--- src/rtl/dms_pkg.sv ---
package dms_pkg;

  localparam int CODE_BITS = 16;
  localparam int MIN_RUN   = 50;

  localparam logic [CODE_BITS-1:0] CODE_TO_SWD  = 16'hE79E;
  localparam logic [CODE_BITS-1:0] CODE_TO_JTAG = 16'hE73C;

  typedef enum logic [1:0] {
    PH_IDLE = 2'd0,
    PH_LEAD = 2'd1,
    PH_CODE = 2'd2,
    PH_TAIL = 2'd3
  } phase_e;

  function automatic logic [CODE_BITS-1:0] pick_code(input logic to_jtag);
    return to_jtag ? CODE_TO_JTAG : CODE_TO_SWD;
  endfunction

endpackage

--- src/rtl/dms_clk_div.sv ---
module dms_clk_div #(
  parameter int HALF = 2
) (
  input  logic clk,
  input  logic rst,
  input  logic en,
  output logic dclk,
  output logic fall_tick
);

  localparam int HCW = (HALF > 1) ? $clog2(HALF) : 1;
  localparam logic [HCW-1:0] LAST = HCW'(HALF - 1);

  logic [HCW-1:0] cnt_q;
  logic           tick;

  assign tick      = en && (cnt_q == LAST);
  assign fall_tick = tick && dclk;

  always_ff @(posedge clk) begin
    if (rst || !en) begin
      cnt_q <= '0;
      dclk  <= 1'b0;
    end else if (tick) begin
      cnt_q <= '0;
      dclk  <= ~dclk;
    end else begin
      cnt_q <= cnt_q + HCW'(1);
    end
  end

endmodule

--- src/rtl/dms_code_shift.sv ---
module dms_code_shift
  import dms_pkg::*;
(
  input  logic clk,
  input  logic rst,
  input  logic load,
  input  logic to_jtag,
  input  logic shift_en,
  output logic next_bit
);

  logic [CODE_BITS-1:0] sh_q, sh_d;

  always_comb begin
    sh_d = sh_q;
    if (load)          sh_d = pick_code(to_jtag);
    else if (shift_en) sh_d = {1'b1, sh_q[CODE_BITS-1:1]};
  end

  assign next_bit = sh_d[0];

  always_ff @(posedge clk) begin
    if (rst) sh_q <= '1;
    else     sh_q <= sh_d;
  end

endmodule

--- src/rtl/dms_seq_ctrl.sv ---
module dms_seq_ctrl
  import dms_pkg::*;
#(
  parameter int RUN_EFF = 56
) (
  input  logic   clk,
  input  logic   rst,
  input  logic   start_i,
  input  logic   recover_i,
  input  logic   fall_tick,
  output phase_e phase_q,
  output phase_e phase_d,
  output logic   load,
  output logic   done_q
);

  localparam int CW = $clog2(RUN_EFF);
  localparam logic [CW-1:0] LAST_RUN  = CW'(RUN_EFF - 1);
  localparam logic [CW-1:0] LAST_CODE = CW'(CODE_BITS - 1);

  logic [CW-1:0] cnt_q, cnt_d;
  logic          rec_q, rec_d;
  logic          done_d;

  always_comb begin
    phase_d = phase_q;
    cnt_d   = cnt_q;
    rec_d   = rec_q;
    done_d  = 1'b0;
    load    = 1'b0;
    case (phase_q)
      PH_IDLE: begin
        if (start_i) begin
          load    = 1'b1;
          phase_d = PH_LEAD;
          cnt_d   = '0;
          rec_d   = recover_i;
        end
      end
      PH_LEAD: begin
        if (fall_tick) begin
          if (cnt_q == LAST_RUN) begin
            phase_d = PH_CODE;
            cnt_d   = '0;
          end else begin
            cnt_d = cnt_q + CW'(1);
          end
        end
      end
      PH_CODE: begin
        if (fall_tick) begin
          if (cnt_q == LAST_CODE) begin
            cnt_d = '0;
            if (rec_q) begin
              phase_d = PH_IDLE;
              done_d  = 1'b1;
            end else begin
              phase_d = PH_TAIL;
            end
          end else begin
            cnt_d = cnt_q + CW'(1);
          end
        end
      end
      PH_TAIL: begin
        if (fall_tick) begin
          if (cnt_q == LAST_RUN) begin
            phase_d = PH_IDLE;
            cnt_d   = '0;
            done_d  = 1'b1;
          end else begin
            cnt_d = cnt_q + CW'(1);
          end
        end
      end
      default: phase_d = PH_IDLE;
    endcase
  end

  always_ff @(posedge clk) begin
    if (rst) begin
      phase_q <= PH_IDLE;
      cnt_q   <= '0;
      rec_q   <= 1'b0;
      done_q  <= 1'b0;
    end else begin
      phase_q <= phase_d;
      cnt_q   <= cnt_d;
      rec_q   <= rec_d;
      done_q  <= done_d;
    end
  end

endmodule

--- src/rtl/dbg_mode_switch_gen.sv ---
module dbg_mode_switch_gen
  import dms_pkg::*;
#(
  parameter int HALF_DIV = 2,
  parameter int RUN_LEN  = 56
) (
  input  logic clk,
  input  logic rst,
  input  logic start_i,
  input  logic to_jtag_i,
  input  logic recover_i,
  output logic dclk_o,
  output logic dio_o,
  output logic busy_o,
  output logic done_o
);

  localparam int RUN_EFF = (RUN_LEN < MIN_RUN) ? MIN_RUN : RUN_LEN;

  phase_e phase_q, phase_d;
  logic   load, fall_tick, next_bit, shift_en, busy;
  logic   dio_q;

  assign busy     = (phase_q != PH_IDLE);
  assign shift_en = fall_tick && (phase_q == PH_CODE);

  dms_clk_div #(.HALF(HALF_DIV)) u_div (
    .clk       (clk),
    .rst       (rst),
    .en        (busy),
    .dclk      (dclk_o),
    .fall_tick (fall_tick)
  );

  dms_seq_ctrl #(.RUN_EFF(RUN_EFF)) u_seq (
    .clk       (clk),
    .rst       (rst),
    .start_i   (start_i),
    .recover_i (recover_i),
    .fall_tick (fall_tick),
    .phase_q   (phase_q),
    .phase_d   (phase_d),
    .load      (load),
    .done_q    (done_o)
  );

  dms_code_shift u_code (
    .clk      (clk),
    .rst      (rst),
    .load     (load),
    .to_jtag  (to_jtag_i),
    .shift_en (shift_en),
    .next_bit (next_bit)
  );

  always_ff @(posedge clk) begin
    if (rst) dio_q <= 1'b1;
    else     dio_q <= (phase_d == PH_CODE) ? next_bit : 1'b1;
  end

  assign dio_o  = dio_q;
  assign busy_o = busy;

endmodule

--- config.mk ---
export PLATFORM = sky130hd
export DESIGN_NAME = dbg_mode_switch_gen
export DESIGN_NICKNAME = d
export VERILOG_FILES = /design/src/rtl/dms_pkg.sv /design/src/rtl/dms_clk_div.sv /design/src/rtl/dms_code_shift.sv /design/src/rtl/dms_seq_ctrl.sv /design/src/rtl/dbg_mode_switch_gen.sv
export SDC_FILE = /design/constraint.sdc
export NUM_CORES = 1
export LEC_CHECK = 0
export BUFFER_PORTS_ARGS = -buffer_cell sky130_fd_sc_hd__buf_4
export CAP_MARGIN = 20
export CORE_MARGIN = 1
export CORE_UTILIZATION = 45
export CTS_BUF_LIST = sky130_fd_sc_hd__clkbuf_4 sky130_fd_sc_hd__clkbuf_8
export DETAILED_ROUTE_END_ITERATION = 8
export PLACE_DENSITY = 0.7
export SYNTH_ARGS = -nofsm -noshare
export SYNTH_HDL_FRONTEND = slang
export SYNTH_SLANG_ARGS = --single-unit
--- constraint.sdc ---
create_clock -name clk -period 1.8 [get_ports clk]
set_input_delay 0.18 -clock clk [delete_from_list [all_inputs] [get_ports clk]]
set_output_delay 0.18 -clock clk [all_outputs]
set_load 0.05 [all_outputs]
[After elaboration in Yosys (flattened, before gate mapping)]
Cells that the tools add are included.
Cells by class
  eq/ne operators: 9
  muxes and demuxes: 26
  add/sub/neg operators: 2
  reduce and logical (&&, ||, !) cells: 13
  bitwise gates (word level): 2
Operators by type and width (number)
  $mux 16: 2
  $mux 6: 5
  $pmux 6 s3: 1
  $mux 2: 8
  $mux 8: 1
  $pmux 2 s4: 1
  $mux 1: 7
  $add 6x1->6 const B: 1
  $eq 2x2->1 const B: 3
  $eq 6x4->1 const B: 1
  $eq 6x6->1 const B: 1
  $reduce_or 2->1: 3
  $ne 2x2->1 const B: 2
  $reduce_bool 2->1: 2
  $logic_and 1x1->1: 3
  $reduce_and 3->1: 1
  $eq 2x1->1 const B: 1
  $logic_not 2->1: 1
  $ne 2x1->1 const B: 1
  $not 1->1: 2
  $pmux 1 s2: 1
  $reduce_and 2->1: 1
  $add 1x1->1 const B: 1
  $logic_not 1->1: 1
  $logic_or 1x1->1: 1
Storage, ports and cells
  logic and storage cells: 61
  flip-flop bits (word level): 29

[Logic depth before layout (Yosys ltp)]
Gate-level depths: netlist of run 1.
  word-level depth: 8
  depth in mapped cells: 6

[Hierarchy]
Synthesis of run 1 repeated with hierarchy kept, for this count alone.
Unflattened totals
  cell total of the unflattened synthesis: 137
  area total of the unflattened synthesis: 1335.0 µm²
Modules (own cells, without submodules)
  dms_code_shift: sequential area each 320.3 µm², cells an instance 55, instances 1, area each 615.6 µm²
  dms_seq_ctrl: sequential area each 200.2 µm², cells an instance 71, instances 1, area each 604.3 µm²
  dms_clk_div: sequential area each 40.0 µm², cells an instance 7, instances 1, area each 70.1 µm²
  dbg_mode_switch_gen: sequential area each 20.0 µm², cells an instance 4, instances 1, area each 45.0 µm²

[Worst setup path after synthesis of run 1]
No wires, ideal clock.
  kind: register to register
  start point: register u_div.dclk
  end point: register u_code.sh_q[1]
  buffers on the path: 1
  data arrival time: 1.560 ns
  required time: 1.678 ns
  clock period less this slack: 1.683 ns
  cell stages (with the launch flop): 6
  path slack: 0.117 ns
  cells stage by stage: dfxtp_1 -> and4b_1 -> buf_4 -> mux2_1 -> o21ai_1 -> nand2_1
Between the ends
  longest elaborated chain between the ends: 3
Ends and longest elaborated chain
  start, declared: line dms_clk_div.sv:7  | output logic dclk,
  start signal, assigned: line dms_clk_div.sv:26  | dclk <= ~dclk;
  $logic_and 1x1->1: line dms_clk_div.sv:18  | assign fall_tick = tick && dclk;
  $logic_and 1x1->1: line dbg_mode_switch_gen.sv:25  | assign shift_en = fall_tick && (phase_q == PH_CODE);
  $reduce_bool 2->1 (no line)
  end signal, assigned: line dms_code_shift.sv:23  | if (rst) sh_q <= '1;
  end signal, assigned: line dms_code_shift.sv:24  | else sh_q <= sh_d;
  end, declared: line dms_code_shift.sv:12  | logic [CODE_BITS-1:0] sh_q, sh_d;
Every way passes these cells.
A chain may end at the register's enable or synchronous reset.

[Worst setup path after layout of run 1]
  start point: register u_seq.phase_q[1]
  end point: output busy_o
Between the ends
  longest elaborated chain between the ends: 1
Ends and longest elaborated chain
  start, declared: line dms_seq_ctrl.sv:11  | output phase_e phase_q,
  start signal, assigned: line dms_seq_ctrl.sv:87  | phase_q <= phase_d;
  $reduce_bool 2->1: line dbg_mode_switch_gen.sv:24  | assign busy = (phase_q != PH_IDLE);
  end, declared: line dbg_mode_switch_gen.sv:14  | output logic busy_o,
Every way passes these cells.

==> flow_metrics.py, run 1 <==
metrics = {
    "clock_tree": {
        "hold_buffers": 0,
        "cts.sinks": 29,
        "cts_buffer_depth": 2,
        "cts-resized-gates": 0,
        "cts_tree": "yes",
        "clk_latency_ns": 0.33,
        "post_cts_buffers": 0,
        "ctsHtreeMaxLevel": 2,
        "numCtsBuffers": 5,
        "root_buffer": "clkbuf_4",
        "cts.clk_slew.worst_paths_ns": 0.09,
    },
    "layout": {
        "nNetsFinal": 168,
        "num_antenna_cells": 0,
        "mostFrequentLayoutCells": "nand2_1 (33), dfxtp_1 (29), buf_4 (12)",
        "fin_area_mm2": 0.00150,
        "drive_above_1_share_pct": 17.8,
        "layout_commonest_cell": "nand2_1",
        "syn2layout_area_growth_pct": 11.9,
        "fillers": 259,
    },
    "synth": {
        "ys_warn_count": 0,
        "synthCells": 151,
        "syn_area_per_cell_um2": 8.86,
        "ys_seq_area_share_pct": 43.4,
        "netlist-cell-type-count": 42,
        "synthesis.area_mm2": 0.00134,
        "ys_seq_elements": 29,
        "synth_nets": 157,
    },
    "power": {
        "vdd_ir_drop_max_v": 0.000759,
        "p_leak_nw": 0.608,
        "seq_power_share_pct": 50.2,
        "clkPwrFrac_pct": 42.7,
        "switching_share_pct": 22.6,
        "p_int_mw": 1.04,
        "power-per-cell-area_mw_per_mm2": 900,
        "switchingPower_uw": 305,
        "combPwrFrac_pct": 7.2,
    },
    "route": {
        "vias_per_cell": 5.84,
        "routedWlPerCell_um": 13.6,
        "postRouteAntennaNets": 0,
        "drc": 0,
        "drtIter0Drc": 43,
        "vias": 1132,
        "drt_pass1_iterations": 4,
        "routed_wl_um": 2630,
    },
    "sta": {
        "setup_viol": 0,
        "min_period_over_period_pct": 89.2,
        "fin_setup_tns_ns": 0,
        "slew_violations": 0,
        "fmax_mhz": 623,
        "hold_violations": 0,
        "rsz0062_at_grt": "no",
        "fin_skew_ns": 0.00431,
        "tightest_slew_ns": 0.461,
        "maxSlewHeadroom_pct": 69.0,
        "period_minus_slack_ns": 1.61,
        "whs_ns": 0.102,
    },
    "setup_path": {
        "r2r-start": "u_seq.phase_q[1]",
        "worstSetupPathType": "flip-flop to output pin",
        "reg2reg_slack_ns": 0.20,
        "cp_max_fo": 14,
        "reg2reg_depth": 4,
        "start_kind": "flip-flop",
        "cp.arrival_ns": 1.43,
        "crit_required_ns": 1.62,
        "end_kind": "output pin",
        "rr_endpoint": "u_code.sh_q[12]",
    },
    "worst_hold_path": {
        "worstHoldEndpoint": "u_seq.rec_q",
        "hold_path_class": "primary input to flip-flop",
        "min_from": "recover_i",
        "whs_path_depth": 3,
    },
    "die": {
        "die_width_um": 56.5,
        "pin_count": 9,
        "core_mm2": 0.00278,
        "die_y_um": 56.5,
        "fp.dieArea_mm2": 0.00319,
        "start_util_pct": 48.1,
        "rows": 19,
    },
    "global_route": {
        "grt_pass1_vias": 1003,
        "grt_pass1_wl_um": 4460,
        "grt_max_degree": 15,
        "grt_usage_pct": 18.4,
        "antenna_found_initial": 0,
        "overflow": 0,
    },
    "place": {
        "globalplace.congestion": 0.888,
        "port_buffers": 8,
        "dpl.hpwl_um": 1860,
        "dpl_cell_area_mm2": 0.00141,
    },
    "run_status": {
        "outcome": "finished clean",
    },
    "run": {
        "max_cap_violations": 0,
    },
}
state kept, by name (all words and copies together), names as in the netlist:
name and flops:
u_seq.done_q 1, u_seq.rec_q 1, u_div.dclk 1, u_seq.phase_q 2, u_seq.cnt_q 6, dio_o 1, u_code.sh_q 16, u_div.cnt_q 1
power groups by stage:
stage	clock network, mW	logic (mW)	registers [mW]
final	0.575	0.0963	0.676
after global routing	0.611	0.108	0.678
after CTS	0.586	0.0966	0.676
after detailed placement	0	0.0955	0.691
after global placement	0	0.0939	0.689
after floorplan	0	0.0754	0.684
worst max path at each step:
stage,slack [ns],end,start
detailed placement,0.24,u_code.sh_q[12],u_seq.phase_q[1]
global placement,0.29,u_code.sh_q[5],u_seq.phase_q[1]
finish,0.19,busy_o,u_seq.phase_q[1]
global route,0.09,u_code.sh_q[5],u_seq.phase_q[1]
CTS,0.21,busy_o,u_seq.phase_q[1]
floorplan,0.12,u_code.sh_q[1],u_div.dclk
cell usage after synthesis (all sizes together):
library cell	n	share of area, %
and3	1	0.47
nor2	8	2.6
a31oi	2	0.94
o2111ai	1	0.65
and4	1	0.65
inv	3	0.84
nor3	5	1.9
o211a	1	0.75
ha	1	0.94
a211oi	2	2.1
a21oi	4	1.5
nand2	33	9.3
mux2i	4	3.0
nand4b	3	2.0
and4b	3	2.5
o22ai	1	0.47
dfxtp	29	43
buf	7	4.1
xnor2	1	0.65
clkbuf	1	0.28
o21ai	11	4.1
nor3b	2	1.5
a21boi	1	0.56
nand3	11	4.1
a32oi	1	0.65
nor4	1	0.47
o211ai	5	3.2
o31ai	1	0.94
o2111a	1	0.84
a21o	1	0.56
and2	1	0.47
or3b	1	0.84
mux2	2	1.7
nor4b	1	1.1
cell families after synthesis:
logic type	count (synthesis)	synth area share [%]
AND/OR/NAND/NOR	71	27.9
AO/OA/AOI/OAI	32	17.2
flip-flops	29	43.4
buffers and inverters	11	5.24
multiplexers	6	4.68
XOR/XNOR	1	0.655
adder cells (fa/ha/maj)	1	0.935
worst max-delay path: stages, from the launching register on:
cell and delay [ns]:
dfxtp_1 0.61, nor2_1 0.17, inv_1 0.11, buf_4 0.20
through the flow:
stage / power, mW / cells / worst slack (ns) / utilization (%)
finish: 1.35 / 194 / 0.195 / 53.8
global route: 1.40 / 194 / 0.0935 / 53.8
detailed placement: 0.786 / 186 / 0.245 / 50.6
floorplan: 0.760 / 151 / 0.117 / -
global placement: 0.783 / 186 / 0.292 / 50.6
CTS: 1.36 / 194 / 0.206 / 53.8
routing by layer:
layer / GRT usage (%) / vias up / wire, µm
met5: 0 / - / 0
met4: 9.06 / 0 / 54
met3: 7.37 / 8 / 152
met2: 27.1 / 27 / 1200
met1: 23.3 / 533 / 1230
li1: - / 564 / -
area by class of cell:
class / count / area, µm² / share of cell area, %
well taps: 31 / 38.8 / 2.59
multi-input cells: 111 / 687 / 45.9
clock buffers: 7 / 58.8 / 3.93
flip-flops and latches: 29 / 581 / 38.8
inverters: 3 / 11.3 / 0.753
repair buffers: 12 / 90.1 / 6.02
clock inverters: 1 / 30.0 / 2.01
No activity file was read; power rests on OpenSTA's default activity.
==> run 2, diff against run 1 <==
--- a/config.mk
+++ b/config.mk
@@ -11,6 +11,7 @@
 export CORE_UTILIZATION = 45
 export CTS_BUF_LIST = sky130_fd_sc_hd__clkbuf_4 sky130_fd_sc_hd__clkbuf_8
 export DETAILED_ROUTE_END_ITERATION = 8
+export MAX_ROUTING_LAYER = met4
 export PLACE_DENSITY = 0.7
 export SYNTH_ARGS = -nofsm -noshare
 export SYNTH_HDL_FRONTEND = slang
==> run 2 against run 1 <==
Register-to-register slack about the same. Clock-buffer cell count stayed put. Clock skew hardly changed. Global-route usage is 0.51 points higher. Clock power about the same. Sequential share of layout area did not move. Core utilization unchanged. Die area stayed put. Total power is essentially flat. Fmax hardly changed. Hold slack about the same.
==> flow_metrics.py, run 2 (synthesis results as in run 1) <==
metrics = {
    "run_status": {
        "outcome": "finished clean",
    },
    "sta": {
        "fmax_mhz": 623,
        "rsz0062_at_grt": "no",
        "min_period_over_period_pct": 89.1,
        "slew_violations": 0,
        "maxSlewHeadroom_pct": 69.3,
        "fin_skew_ns": 0.00429,
        "fin_setup_tns_ns": 0,
        "period_minus_slack_ns": 1.60,
        "setup_ws_ns": 0.195,
        "setup_viol": 0,
        "tightest_slew_ns": 0.457,
        "hold_violations": 0,
    },
    "layout": {
        "fillers": 259,
        "fin_area_mm2": 0.00150,
        "seq_area_um2": 581,
        "syn2layout_area_growth_pct": 11.9,
        "layout_commonest_cell": "nand2_1",
        "drive_above_1_share_pct": 17.8,
        "largest_register_ffs": 16,
        "num_antenna_cells": 0,
        "multi_input_area_um2": 687,
        "mostFrequentLayoutCells": "nand2_1 (33), dfxtp_1 (29), buf_4 (12)",
        "largest_registers": "u_code.sh_q (16), u_seq.cnt_q (6), u_seq.phase_q (2)",
        "regMostFlops": "u_code.sh_q",
        "nNetsFinal": 168,
    },
    "route": {
        "vias": 1126,
        "drtIter0Drc": 43,
        "drt_pass1_iterations": 4,
        "vias_per_cell": 5.80,
        "routed_wl_um": 2630,
        "drc": 0,
        "routedWlPerCell_um": 13.6,
        "postRouteAntennaNets": 0,
    },
    "die": {
        "pin_count": 9,
        "die_width_um": 56.5,
        "start_util_pct": 48.1,
        "core_mm2": 0.00278,
        "rows": 19,
        "fp.dieArea_mm2": 0.00319,
        "die_y_um": 56.5,
    },
    "clock_tree": {
        "cts-resized-gates": 0,
        "clk_latency_ns": 0.33,
        "hold_buffers": 0,
        "numCtsBuffers": 5,
        "cts_buffer_depth": 2,
        "cts.clk_slew.worst_paths_ns": 0.09,
        "root_buffer": "clkbuf_4",
        "cts.sinks": 29,
        "cts_tree": "yes",
        "ctsHtreeMaxLevel": 2,
        "post_cts_buffers": 0,
    },
    "place": {
        "globalplace.congestion": 0.902,
        "dpl.hpwl_um": 1860,
        "pre_cts_slack_ns": 0.245,
        "port_buffers": 8,
        "dpl_cell_area_mm2": 0.00141,
    },
    "setup_path": {
        "crit_required_ns": 1.62,
        "start_kind": "flip-flop",
        "cp_max_fo": 14,
        "critPathMaxStageDelay_ns": 0.61,
        "worstSetupPathType": "flip-flop to output pin",
        "end_kind": "output pin",
        "cp_cell_sequence": "nor2_1, inv_1, buf_4",
        "critPathBufInv": 2,
        "cp.arrival_ns": 1.42,
        "cp_top_family": "flip-flops",
        "crit_slowest_cell": "dfxtp_1",
    },
    "power": {
        "vdd_ir_drop_max_v": 0.000759,
        "p_leak_nw": 0.608,
        "power-per-cell-area_mw_per_mm2": 901,
    },
    "global_route": {
        "grt_pass1_wl_um": 4460,
        "grt_max_degree": 15,
        "grt_usage_pct": 18.9,
        "grt_pass1_vias": 1002,
        "antenna_found_initial": 0,
        "overflow": 0,
    },
    "worst_hold_path": {
        "hold_path_class": "primary input to flip-flop",
    },
    "run": {
        "max_cap_violations": 0,
    },
}
==> run 2: path summary, 6_finish.rpt <==
path,from,endpoint,slack [ns],depth (start not counted)
setup / recovery,u_seq.phase_q[1],busy_o,0.20,3
hold / removal,recover_i,u_seq.rec_q,0.10,3
setup reg to reg,u_seq.phase_q[1],u_code.sh_q[12],0.20,4
hold reg to reg,u_code.sh_q[15],u_code.sh_q[15],0.46,2
==> run 2: final cells by class <==
type                    instances  share of cell area, %
flip-flops and latches         29                   38.8
multi-input cells             111                   45.9
clock inverters                 1                   2.01
repair buffers                 12                   6.02
well taps                      31                   2.59
inverters                       3                  0.753
clock buffers                   7                   3.93
==> run 2: routing by layer <==
| metal | up-vias | wire length, µm | GRT usage, % |
|---|---|---|---|
| met5 | - | 0 | - |
| met4 | 0 | 41 | 9.06 |
| met3 | 6 | 159 | 7.37 |
| met2 | 25 | 1200 | 27.1 |
| met1 | 529 | 1230 | 23.3 |
| li1 | 566 | - | - |
==> run 2: power breakdown <==
| group | internal (mW) | leakage, nW | switching, mW |
|---|---|---|---|
| clock network | 0.346 | 0.0489 | 0.230 |
| logic | 0.0367 | 0.322 | 0.0593 |
| registers | 0.659 | 0.237 | 0.0165 |
==> run 2: stage by stage <==
stage | util (%) | total power [mW] | hold WS, ns | cells
5_1_grt | 53.8 | 1.40 | 0.103 | 194
4_1_cts | 53.8 | 1.36 | 0.0914 | 194
2_1_floorplan | - | 0.760 | 0.316 | 151
3_5_place_dp | 50.6 | 0.786 | 0.438 | 186
6_report | 53.8 | 1.35 | 0.102 | 194
3_3_place_gp | 50.6 | 0.783 | 0.428 | 186
==> run 2: tightest hold or removal path: stages <==
cell	delay, ns
buf_4	0.11
nand2_1	0.05
a21oi_1	0.05
